## src/rtl/hc_pkg.sv

```systemverilog
package hc_pkg;
  // kind of word held in an input slot
  typedef enum logic {
    KIND_HDR = 1'b0,
    KIND_PAY = 1'b1
  } hc_kind_e;

  function automatic hc_kind_e kind_flip(hc_kind_e k);
    return (k == KIND_HDR) ? KIND_PAY : KIND_HDR;
  endfunction
endpackage

```

## src/rtl/hc_in_slot.sv

```systemverilog
module hc_in_slot
  import hc_pkg::*;
#(
  parameter int DIM = 3,
  parameter int W   = 16,
  parameter int P   = DIM + 1
) (
  input  logic           clk,
  input  logic           rst,
  input  logic [DIM-1:0] self_addr,
  input  logic           in_valid,
  input  logic [W-1:0]   in_data,
  output logic           in_ready,
  input  logic           pop,
  output logic           slot_valid,
  output logic [W-1:0]   slot_data,
  output logic           slot_hdr,
  output logic [P-1:0]   slot_req
);
  logic           valid_q;
  logic [W-1:0]   data_q;
  hc_kind_e       kind_q;
  hc_kind_e       next_kind_q;
  logic [P-1:0]   route_q;
  logic [P-1:0]   hdr_req;
  logic [DIM-1:0] diff;
  logic           found;

  assign in_ready = !valid_q || pop;

  // lowest differing axis, local port when no axis differs
  always_comb begin
    diff    = data_q[DIM-1:0] ^ self_addr;
    hdr_req = '0;
    found   = 1'b0;
    for (int k = 0; k < DIM; k++) begin
      if (!found && diff[k]) begin
        found        = 1'b1;
        hdr_req[k+1] = 1'b1;
      end
    end
    if (!found) hdr_req[0] = 1'b1;
  end

  always_ff @(posedge clk) begin
    if (rst) begin
      valid_q     <= 1'b0;
      data_q      <= '0;
      kind_q      <= KIND_HDR;
      next_kind_q <= KIND_HDR;
      route_q     <= '0;
    end else begin
      if (pop) begin
        valid_q <= 1'b0;
        if (kind_q == KIND_HDR) route_q <= hdr_req;
      end
      if (in_valid && in_ready) begin
        valid_q     <= 1'b1;
        data_q      <= in_data;
        kind_q      <= next_kind_q;
        next_kind_q <= kind_flip(next_kind_q);
      end
    end
  end

  assign slot_valid = valid_q;
  assign slot_data  = data_q;
  assign slot_hdr   = (kind_q == KIND_HDR);
  assign slot_req   = !valid_q ? '0 : ((kind_q == KIND_HDR) ? hdr_req : route_q);

  // a word asks for at most one output
  p_route_onehot_r3: assert property (@(posedge clk) disable iff (rst)
    $onehot0(slot_req));

  // a word that does not advance stays in its slot untouched
  p_slot_hold_r9: assert property (@(posedge clk) disable iff (rst)
    (valid_q && !pop) |=> (valid_q && $stable(data_q)));
endmodule

```

## src/rtl/hc_out_port.sv

```systemverilog
module hc_out_port #(
  parameter int P = 4,
  parameter int W = 16
) (
  input  logic           clk,
  input  logic           rst,
  input  logic [P-1:0]   req,
  input  logic [P-1:0]   is_hdr,
  input  logic [P*W-1:0] flit_data,
  input  logic           out_ready,
  output logic [P-1:0]   grant,
  output logic           out_valid,
  output logic [W-1:0]   out_data
);
  localparam int IW = (P > 1) ? $clog2(P) : 1;

  logic          busy_q;
  logic [IW-1:0] owner_q;
  logic [IW-1:0] rr_q;
  logic          ov_q;
  logic [W-1:0]  od_q;

  logic          can_take;
  logic [P-1:0]  hreq;
  logic [IW-1:0] pick;
  logic          pick_ok;
  logic [IW-1:0] sel;

  assign can_take = !ov_q || out_ready;

  // rotating search starting after the last winner
  always_comb begin
    hreq    = req & is_hdr;
    pick    = '0;
    pick_ok = 1'b0;
    for (int off = 1; off <= P; off++) begin
      int idx;
      idx = int'(rr_q) + off;
      if (idx >= P) idx = idx - P;
      if (!pick_ok && hreq[idx]) begin
        pick_ok = 1'b1;
        pick    = IW'(idx);
      end
    end
  end

  always_comb begin
    grant = '0;
    sel   = busy_q ? owner_q : pick;
    if (can_take) begin
      if (busy_q) begin
        if (req[owner_q] && !is_hdr[owner_q]) grant[owner_q] = 1'b1;
      end else if (pick_ok) begin
        grant[pick] = 1'b1;
      end
    end
  end

  always_ff @(posedge clk) begin
    if (rst) begin
      busy_q  <= 1'b0;
      owner_q <= '0;
      rr_q    <= IW'(P - 1);
      ov_q    <= 1'b0;
      od_q    <= '0;
    end else begin
      if (|grant) begin
        ov_q <= 1'b1;
        od_q <= flit_data[int'(sel)*W +: W];
        if (busy_q) begin
          busy_q <= 1'b0;
        end else begin
          busy_q  <= 1'b1;
          owner_q <= pick;
          rr_q    <= pick;
        end
      end else if (out_ready) begin
        ov_q <= 1'b0;
      end
    end
  end

  assign out_valid = ov_q;
  assign out_data  = od_q;

  // one input served per output per cycle
  p_one_grant_r7: assert property (@(posedge clk) disable iff (rst)
    $onehot0(grant));

  // stalled output word is held
  p_out_hold_r6: assert property (@(posedge clk) disable iff (rst)
    (out_valid && !out_ready) |=> (out_valid && $stable(out_data)));

  // after a header, the next grant on this output is the same input
  p_pay_follows_r4: assert property (@(posedge clk) disable iff (rst)
    (|(grant & is_hdr)) |=> ((grant == '0) || (grant == $past(grant))));
endmodule

```

## src/rtl/hc_route_node.sv

```systemverilog
module hc_route_node #(
  parameter int DIM = 3,
  parameter int W   = 16
) (
  input  logic                   clk,
  input  logic                   rst,
  input  logic [DIM-1:0]         self_addr,
  input  logic [DIM:0]           in_valid,
  input  logic [(DIM+1)*W-1:0]   in_data,
  output logic [DIM:0]           in_ready,
  output logic [DIM:0]           out_valid,
  output logic [(DIM+1)*W-1:0]   out_data,
  input  logic [DIM:0]           out_ready
);
  localparam int P = DIM + 1;

  logic [P-1:0]   slot_valid;
  logic [P*W-1:0] slot_data;
  logic [P-1:0]   slot_hdr;
  logic [P-1:0]   slot_req [P];   // per input: wanted outputs
  logic [P-1:0]   req_t    [P];   // per output: requesting inputs
  logic [P-1:0]   grant_m  [P];   // per output: granted input
  logic [P-1:0]   col      [P];   // per input: outputs granting it
  logic [P-1:0]   pop;

  always_comb begin
    for (int o = 0; o < P; o++) begin
      for (int i = 0; i < P; i++) begin
        req_t[o][i] = slot_req[i][o];
        col[i][o]   = grant_m[o][i];
      end
    end
    for (int i = 0; i < P; i++) pop[i] = |col[i];
  end

  for (genvar i = 0; i < P; i++) begin : g_in
    hc_in_slot #(.DIM(DIM), .W(W), .P(P)) u_slot (
      .clk        (clk),
      .rst        (rst),
      .self_addr  (self_addr),
      .in_valid   (in_valid[i]),
      .in_data    (in_data[i*W +: W]),
      .in_ready   (in_ready[i]),
      .pop        (pop[i]),
      .slot_valid (slot_valid[i]),
      .slot_data  (slot_data[i*W +: W]),
      .slot_hdr   (slot_hdr[i]),
      .slot_req   (slot_req[i])
    );

    // a word is taken by at most one output
    p_single_pop_r7: assert property (@(posedge clk) disable iff (rst)
      $onehot0(col[i]));

    // only a present word can be taken
    p_pop_valid_r9: assert property (@(posedge clk) disable iff (rst)
      pop[i] |-> slot_valid[i]);
  end

  for (genvar o = 0; o < P; o++) begin : g_out
    hc_out_port #(.P(P), .W(W)) u_port (
      .clk       (clk),
      .rst       (rst),
      .req       (req_t[o]),
      .is_hdr    (slot_hdr),
      .flit_data (slot_data),
      .out_ready (out_ready[o]),
      .grant     (grant_m[o]),
      .out_valid (out_valid[o]),
      .out_data  (out_data[o*W +: W])
    );
  end
endmodule

```

## config.mk

```make
export PLATFORM = sky130hd
export DESIGN_NAME = hc_route_node
export DESIGN_NICKNAME = d
export VERILOG_FILES = /design/src/rtl/hc_pkg.sv /design/src/rtl/hc_in_slot.sv /design/src/rtl/hc_out_port.sv /design/src/rtl/hc_route_node.sv
export SDC_FILE = /design/constraint.sdc
export NUM_CORES = 1
export LEC_CHECK = 0
export BUFFER_PORTS_ARGS = -buffer_cell sky130_fd_sc_hd__buf_2
export CORE_ASPECT_RATIO = 2
export CORE_MARGIN = 2
export CORE_UTILIZATION = 62
export CTS_CLUSTER_DIAMETER = 30
export DETAILED_ROUTE_END_ITERATION = 12
export PLACE_DENSITY = 0.88
export SLEW_MARGIN = 0
export SYNTH_ARGS = -nofsm -noshare
export SYNTH_HDL_FRONTEND = slang
export SYNTH_SLANG_ARGS = --single-unit
```

## constraint.sdc

```tcl
create_clock -name clk -period 4.7 [get_ports clk]
set_clock_uncertainty 0.05 [all_clocks]
set_input_delay 0.235 -clock clk [delete_from_list [all_inputs] [get_ports clk]]
set_output_delay 0.235 -clock clk [all_outputs]
set_load 0.01 [all_outputs]
```

==> flow_summary.yaml, run 1 <==
power_and_ir_drop:
  p_comb_share_pct: 44.8
  switching_share_pct: 42.69
  p_switching_mw: 2.797
  pwr-share-seq_pct: 33.4
  power_mw: 6.553
  p_clk_share_pct: 21.8
  p_per_area_nw_per_um2: 559.7
  peakVddDrop_mv: 0.3628
  p_int_mw: 3.756
  p_leak_nw: 5.090
sta:
  final_hold_viol_count: 0
  rsz0062_at_grt: "false"
  fmax_ghz: 0.2349
  setup_viol: 0
  setup_tns_ns: 0
  min_period_ns: 4.258
  slew_violations: 0
  tightest_slew_ns: 1.224
  post-route-period-util_pct: 90.59
  relSlewSlack_pct: 18.41
route:
  wl_mm: 34.21
  vias: 9209
  first_pass_iters: 5
  drcViolationCount: 0
  drt-initial-drc-count: 892
  vias_per_cell: 6.806
  ant_nets: 0
  wl_per_cell_um: 25.28
clock_tree:
  clk_latency_ns: 0.45
  clk_pin_slew_ns: 0.08
  cts_buffer_depth: 2
  post_cts_resize_count: 0
  numCtsBuffers: 17
  tritoncts: "done"
  cts_max_level: 4
  clock_tree.root_cell: "clkbuf_16"
  clock-sinks: 180
logic_synthesis:
  ys_top_cells_by_area: "dfxtp_1 36%, mux2i_1 13%, mux4_2 11%, nor2_1 4.7%, nand2b_1 3.0%"
  synth_xor_area_share_pct: 2.825
  synth_simple_gate_area_share_pct: 16.63
  synth.distinct_cells: 88
  synthCells: 993
  yosys_warnings: 0
  synth-seq-cells: 180
  avgSynthCellArea_um2: 10.04
  ys_seq_area_share_pct: 36.15
  synth-adder-area-share_pct: 0
  synth_mux_area_share_pct: 24.53
  synth_top_family_by_area: "multiplexers"
  synth_area_um2: 9967
  netlist.area_leader.share_pct: 36.15
  synth_compound_area_share_pct: 14.37
  synth_largest_area_cell: "dfxtp_1"
  synth_edf_count: 0
  synth_flop_cell: "dfxtp_1"
  synth_fp_nets: 1070
  synth-async-reset-ratio_pct: 0
floorplan:
  core_um2: 15780
  die_area_um2: 17170
  die_h_um: 183.3
  start_util_pct: 63.17
  num_rows: 65
  ioPinCount: 149
  fp.dieW_um: 93.66
global_routing:
  grt.overflow.total: 0
  grt.total_usage_pct: 40.61
  grt_pass1_wl_mm: 52.51
  grt_max_degree: 88
  grt_antenna_before_repair: 0
  grt_pass1_vias: 9504
worst_hold_path:
  min_path_type: "in -> reg"
setup_path:
  r2r_slack_ns: 0.44
  setup.worst_path.end_class: "flop"
  critical_path_arrival_ns: 4.60
  worstPathMaxFanout: 13
  crit_required_ns: 5.04
  start_kind: "flop"
  crit_type: "reg -> reg"
final_layout:
  layout-drive-gt1-share_pct: 25.00
  fill_cells: 1071
  mostFrequentLayoutCell: "dfxtp_1"
  nets: 1216
  final_cell_mix: "180 x dfxtp_1, 147 x buf_2, 133 x mux2i_1"
  syn_to_final_growth_pct: 17.47
  utilization_pct: 74.21
  antenna_cells: 0
  fin_area_um2: 11710
placed_design:
  place_area_um2: 10680
  io_buffers: 148
  place.gp.congestion: 1.008
  dp_hpwl_mm: 22.46
status:
  status: "finished clean"
flow_run:
  cap_violations: 0
-- power groups by stage --
stage	Sequential (mW)	Combinational, mW	Clock, mW
after global routing	2.21	3.07	1.49
after floorplan	2.08	2.11	0
after detailed placement	2.18	2.78	0
after global placement	2.17	2.72	0
after CTS	2.15	2.84	1.42
final	2.19	2.94	1.43
-- worst max-delay path: stages, from the launching register on --
cell      delay, ns
dfxtp_1        0.46
nor2b_1        0.57
a41oi_1        0.28
a32oi_1        0.34
o21ai_1        0.15
a221oi_4       0.50
nor3b_2        0.16
a211o_1        0.52
nor2_1         0.87
a22o_1         0.29
-- timing repair --
action / 4_1_cts / 5_1_grt
setup endpoints to repair: 0 / 0
setup buffers: 0 / 0
hold endpoints to repair: 45 / 0
hold buffers: 45 / 0
-- final timing paths --
check                                                     to                 startpoint  cells past startpoint
worst max-delay path            g_out[3].u_port.out_data[13]  g_in[2].u_slot.slot_valid                      9
worst min-delay path             g_in[0].u_slot.slot_data[5]                 in_data[5]                      3
worst min register to register     g_in[0].u_slot.route_q[2]  g_in[0].u_slot.route_q[2]                      2
worst max register to register  g_out[3].u_port.out_data[13]  g_in[2].u_slot.slot_valid                      9
-- final cells by class --
type / instances / area (um^2) / area share [%]
Timing Repair Buffer: 209 / 1314 / 11.22
Inverter: 19 / 71.32 / 0.6091
Multi-Input combinational cell: 712 / 5889 / 50.30
Tap cell: 201 / 251.5 / 2.148
Clock inverter: 15 / 153.9 / 1.314
Clock buffer: 17 / 425.4 / 3.633
Sequential cell: 180 / 3603 / 30.78
-- routing by layer --
| metal | track usage, % | part of all wire (%) | routed length (um) |
|---|---|---|---|
| met5 | 0 | 0 | 0 |
| met4 | 33.91 | 11 | 3599 |
| met3 | 7.149 | 7.8 | 2665 |
| met2 | 69.32 | 50 | 17190 |
| met1 | 42.32 | 31 | 10760 |
-- stage by stage --
| stage | hold slack (ns) | setup slack, ns | cells |
|---|---|---|---|
| final | 0.006297 | 0.4421 | 1353 |
| after global routing | 0.02078 | 0.2209 | 1353 |
| after CTS | 0.0007498 | 0.6084 | 1353 |
| after detailed placement | 0.3947 | 0.6576 | 1276 |
| after global placement | 0.3897 | 0.7090 | 1276 |
| after floorplan | 0.3024 | 1.534 | 993 |
-- cell usage after synthesis (all sizes together) (4+ instances only) --
| cell | instances |
|---|---|
| xor2 | 16 |
| a21boi | 6 |
| mux2i | 134 |
| a22oi | 5 |
| or4 | 8 |
| o311ai | 4 |
| clkbuf | 31 |
| nand4 | 11 |
| o41ai | 5 |
| dfxtp | 180 |
| nand3 | 16 |
| o31ai | 5 |
| a22o | 26 |
| nor2b | 26 |
| nand2b | 47 |
| a21o | 4 |
| o2bb2ai | 4 |
| a21oi | 42 |
| o21ba | 4 |
| nor4 | 11 |
| nand3b | 5 |
| xnor2 | 11 |
| nor3 | 19 |
| nand2 | 30 |
| o21ai | 19 |
| inv | 19 |
| o211ai | 4 |
| nor2 | 125 |
| o21bai | 5 |
| a211oi | 18 |
| buf | 51 |
| mux4 | 48 |
-- flip-flops by register name (all words and copies together) (netlist names) --
name / flops
g_in.u_slot.route_q: 16
g_in.u_slot.kind_q: 4
g_out.u_port.rr_q: 8
g_out.u_port.out_valid: 4
g_out.u_port.out_data: 64
g_in.u_slot.slot_data: 64
g_in.u_slot.slot_valid: 4
g_in.u_slot.next_kind_q: 4
g_out.u_port.busy_q: 4
g_out.u_port.owner_q: 8
-- cells by family after synthesis --
family / after synthesis
AO/OA/AOI/OAI: 181
XOR/XNOR: 27
multiplexers: 184
buffers and inverters: 101
flip-flops: 180
AND/OR/NAND/NOR: 320
No activity file was read; power rests on OpenSTA's default activity.
==> run 2, diff against run 1 <==
ABC_AREA = 1   (was not set)
BUFFER_PORTS_ARGS = -buffer_cell sky130_fd_sc_hd__clkbuf_2   (was -buffer_cell sky130_fd_sc_hd__buf_2)
CORE_UTILIZATION = 35   (was 62)
PLACE_DENSITY = 0.55   (was 0.88)
==> run 2 against run 1 <==
Against the previous run:
- die area increased by 90%
- area after synthesis is 9.0% higher
- worst hold slack improved by 0.0033 ns
- flip-flop and latch count did not move
- setup slack improved by 0.26 ns
- non-clock buffer count decreased by 4
- critical path depth up 8
- critical endpoint is now in_ready[0]
- largest cell class unchanged
==> flow_summary.yaml, run 2 <==
setup_path:
  start_kind: "flop"
  critPathBufInv: 3
  crit_type: "reg -> out"
  crit_path_frequent_cell: "nand2_1"
  crit_chain: "inv_2 > nand3_2 > o21ai_2 > nand4_1 > nand2_1 > nand2_1 > nand2_1 > inv_2 > nor3_2 > nor2_4 > nand2_1 > nand2_1 > nand2_1 > nand2_2 > nor2_4 > nand2_4 > clkbuf_2"
  critical_path_arrival_ns: 3.71
  slowest_delay_ns: 0.47
  crit_family: "simple AND/OR/NAND/NOR gates"
  cpMaxStageDelayCell: "dfxtp_1"
  worstPathMaxFanout: 21
  crit_required_ns: 4.41
  setup.worst_path.end_class: "primary output"
clock_tree:
  tritoncts: "done"
  clk_pin_slew_ns: 0.08
  cts_buffer_depth: 2
  clock_tree.root_cell: "clkbuf_16"
  numCtsBuffers: 17
  clock-sinks: 180
  clk_latency_ns: 0.46
  cts_max_level: 4
placed_design:
  place.gp.congestion: 0.9262
  io_buffers: 148
  dp_hpwl_mm: 35.22
floorplan:
  die_area_um2: 32550
  fp.dieW_um: 128.6
  start_util_pct: 35.34
  num_rows: 91
  core_um2: 30740
  die_h_um: 253.2
  ioPinCount: 149
sta:
  tightest_slew_ns: 0.8510
  slew_violations: 0
  rsz0062_at_grt: "false"
  min_period_ns: 3.996
  setup_viol: 0
  setup_tns_ns: 0
  final_hold_viol_count: 0
  relSlewSlack_pct: 43.26
  fmax_ghz: 0.2502
  post-route-period-util_pct: 85.03
logic_synthesis:
  synthCells: 1686
  synth_area_um2: 10860
  synth_largest_area_cell: "dfxtp_1"
  yosys_warnings: 0
  synth.distinct_cells: 44
  synth_fp_nets: 1763
  ys_top_cells_by_area: "dfxtp_1 33%, nand2_1 11%, o21ai_0 10%, nor2_1 7.6%, a21oi_1 7.5%"
  synthTopCellsByCount: "320 x nand2_1, 221 x nor2_1, 218 x o21ai_0"
  synth_edf_count: 0
  synth_flop_cell: "dfxtp_1"
  synth-async-reset-ratio_pct: 0
  ys_seq_area_share_pct: 33.17
  synth.most_common_cell: "nand2_1"
  netlist.area_leader.share_pct: 33.17
  synth-seq-cells: 180
  avgSynthCellArea_um2: 6.444
route:
  ant_nets: 0
  drt-initial-drc-count: 879
  first_pass_iters: 7
  vias_per_cell: 5.502
  drcViolationCount: 0
  wl_per_cell_um: 21.15
  vias: 12040
  wl_mm: 46.30
final_layout:
  syn_to_final_growth_pct: 16.00
  mostFrequentLayoutCell: "nand2_1"
  final_cell_mix: "320 x nand2_1, 221 x nor2_1, 218 x o21ai_0"
  antenna_cells: 0
  nets: 1881
  fill_cells: 3379
  layout-drive-gt1-share_pct: 18.44
global_routing:
  grt_pass1_vias: 11980
  grt_max_degree: 70
  grt_pass1_wl_mm: 68.99
  grt.overflow.total: 0
  grt_antenna_before_repair: 0
  grt.total_usage_pct: 28.65
status:
  status: "finished clean"
worst_hold_path:
  min_path_type: "in -> reg"
flow_run:
  cap_violations: 0
[run 2: cell types whose count changed in the layout (fill, tap and decap cells not counted), sizes merged, moves of 104 or more]
cell and delta:
mux2i -134, buf -137, o21ai +244, nor2 +110, nand2 +327, inv +104, clkbuf +148, a21oi +140
nand3 +137
[run 2: cells by family (layout without fill, tap and decap cells)]
logic type | after synthesis | after routing | synth area share [%]
AO/OA/AOI/OAI | 465 | 465 | 22.90
XOR/XNOR | 4 | 4 | 0.3224
buffers and inverters | 232 | 363 | 9.904
flip-flops | 180 | 180 | 33.17
AND/OR/NAND/NOR | 805 | 805 | 33.71
[run 2: per-stage QoR]
| stage | utilization (%) | setup WS (ns) | hold WS [ns] | std cells | area [um^2] |
|---|---|---|---|---|---|
| CTS | 40.99 | 0.7274 | 0.001496 | 2189 | 12600 |
| finish | 40.99 | 0.7037 | 0.009602 | 2189 | 12600 |
| global placement | 38.06 | 0.9247 | 0.3923 | 2126 | 11700 |
| global route | 40.99 | 0.4683 | 0.01372 | 2189 | 12600 |
| detailed placement | 38.06 | 0.9696 | 0.4012 | 2126 | 11700 |
| floorplan | - | 2.097 | 0.3307 | 1686 | 10860 |
[run 2: area by class of cell]
cell class                 count  area, um^2  area share [%]
multi-input combinational   1274        6200           49.20
clock buffer                  18       439.2           3.485
sequential                   180        3603           28.59
tap                          372       465.4           3.693
clock inverter                14       152.6           1.211
inverter                     126       480.5           3.813
timing repair buffer         205        1261           10.01
[run 2: path summary, 6_finish.rpt]
kind	start	endpoint	slack, ns	cells past startpoint
worst max-delay path	g_in[2].u_slot.kind_q	in_ready[0]	0.70	17
worst min-delay path	in_data[8]	g_in[0].u_slot.slot_data[8]	0.01	3
worst max register to register	g_in[2].u_slot.kind_q	g_out[3].u_port.busy_q	0.90	17
worst min register to register	g_in[0].u_slot.next_kind_q	g_in[0].u_slot.next_kind_q	0.41	2
[run 2: what timing repair did]
| action | 4_1_cts | 5_1_grt |
|---|---|---|
| hold buffers | 31 | 0 |
| gates resized for setup | 0 | 0 |
| endpoints found under the hold margin | 31 | 0 |
| setup buffers | 0 | 0 |
[run 2: routing by layer]
metal,part of all wire (%),global-route usage (%)
met5,0,0
met3,3.4,3.592
met2,54,54.70
met1,32,25.12
met4,11,26.27
[run 2: worst min-delay path, delay by kind of cell]
kind,cells,cell delay (ns)
buf+inv,1,0.08
compound gates,1,0.07
simple gates,1,0.09
Power of run 2 is left out: the tool's default activity adds up to more than one toggle a clock period on the data nets, which glitch-free logic cannot reach.
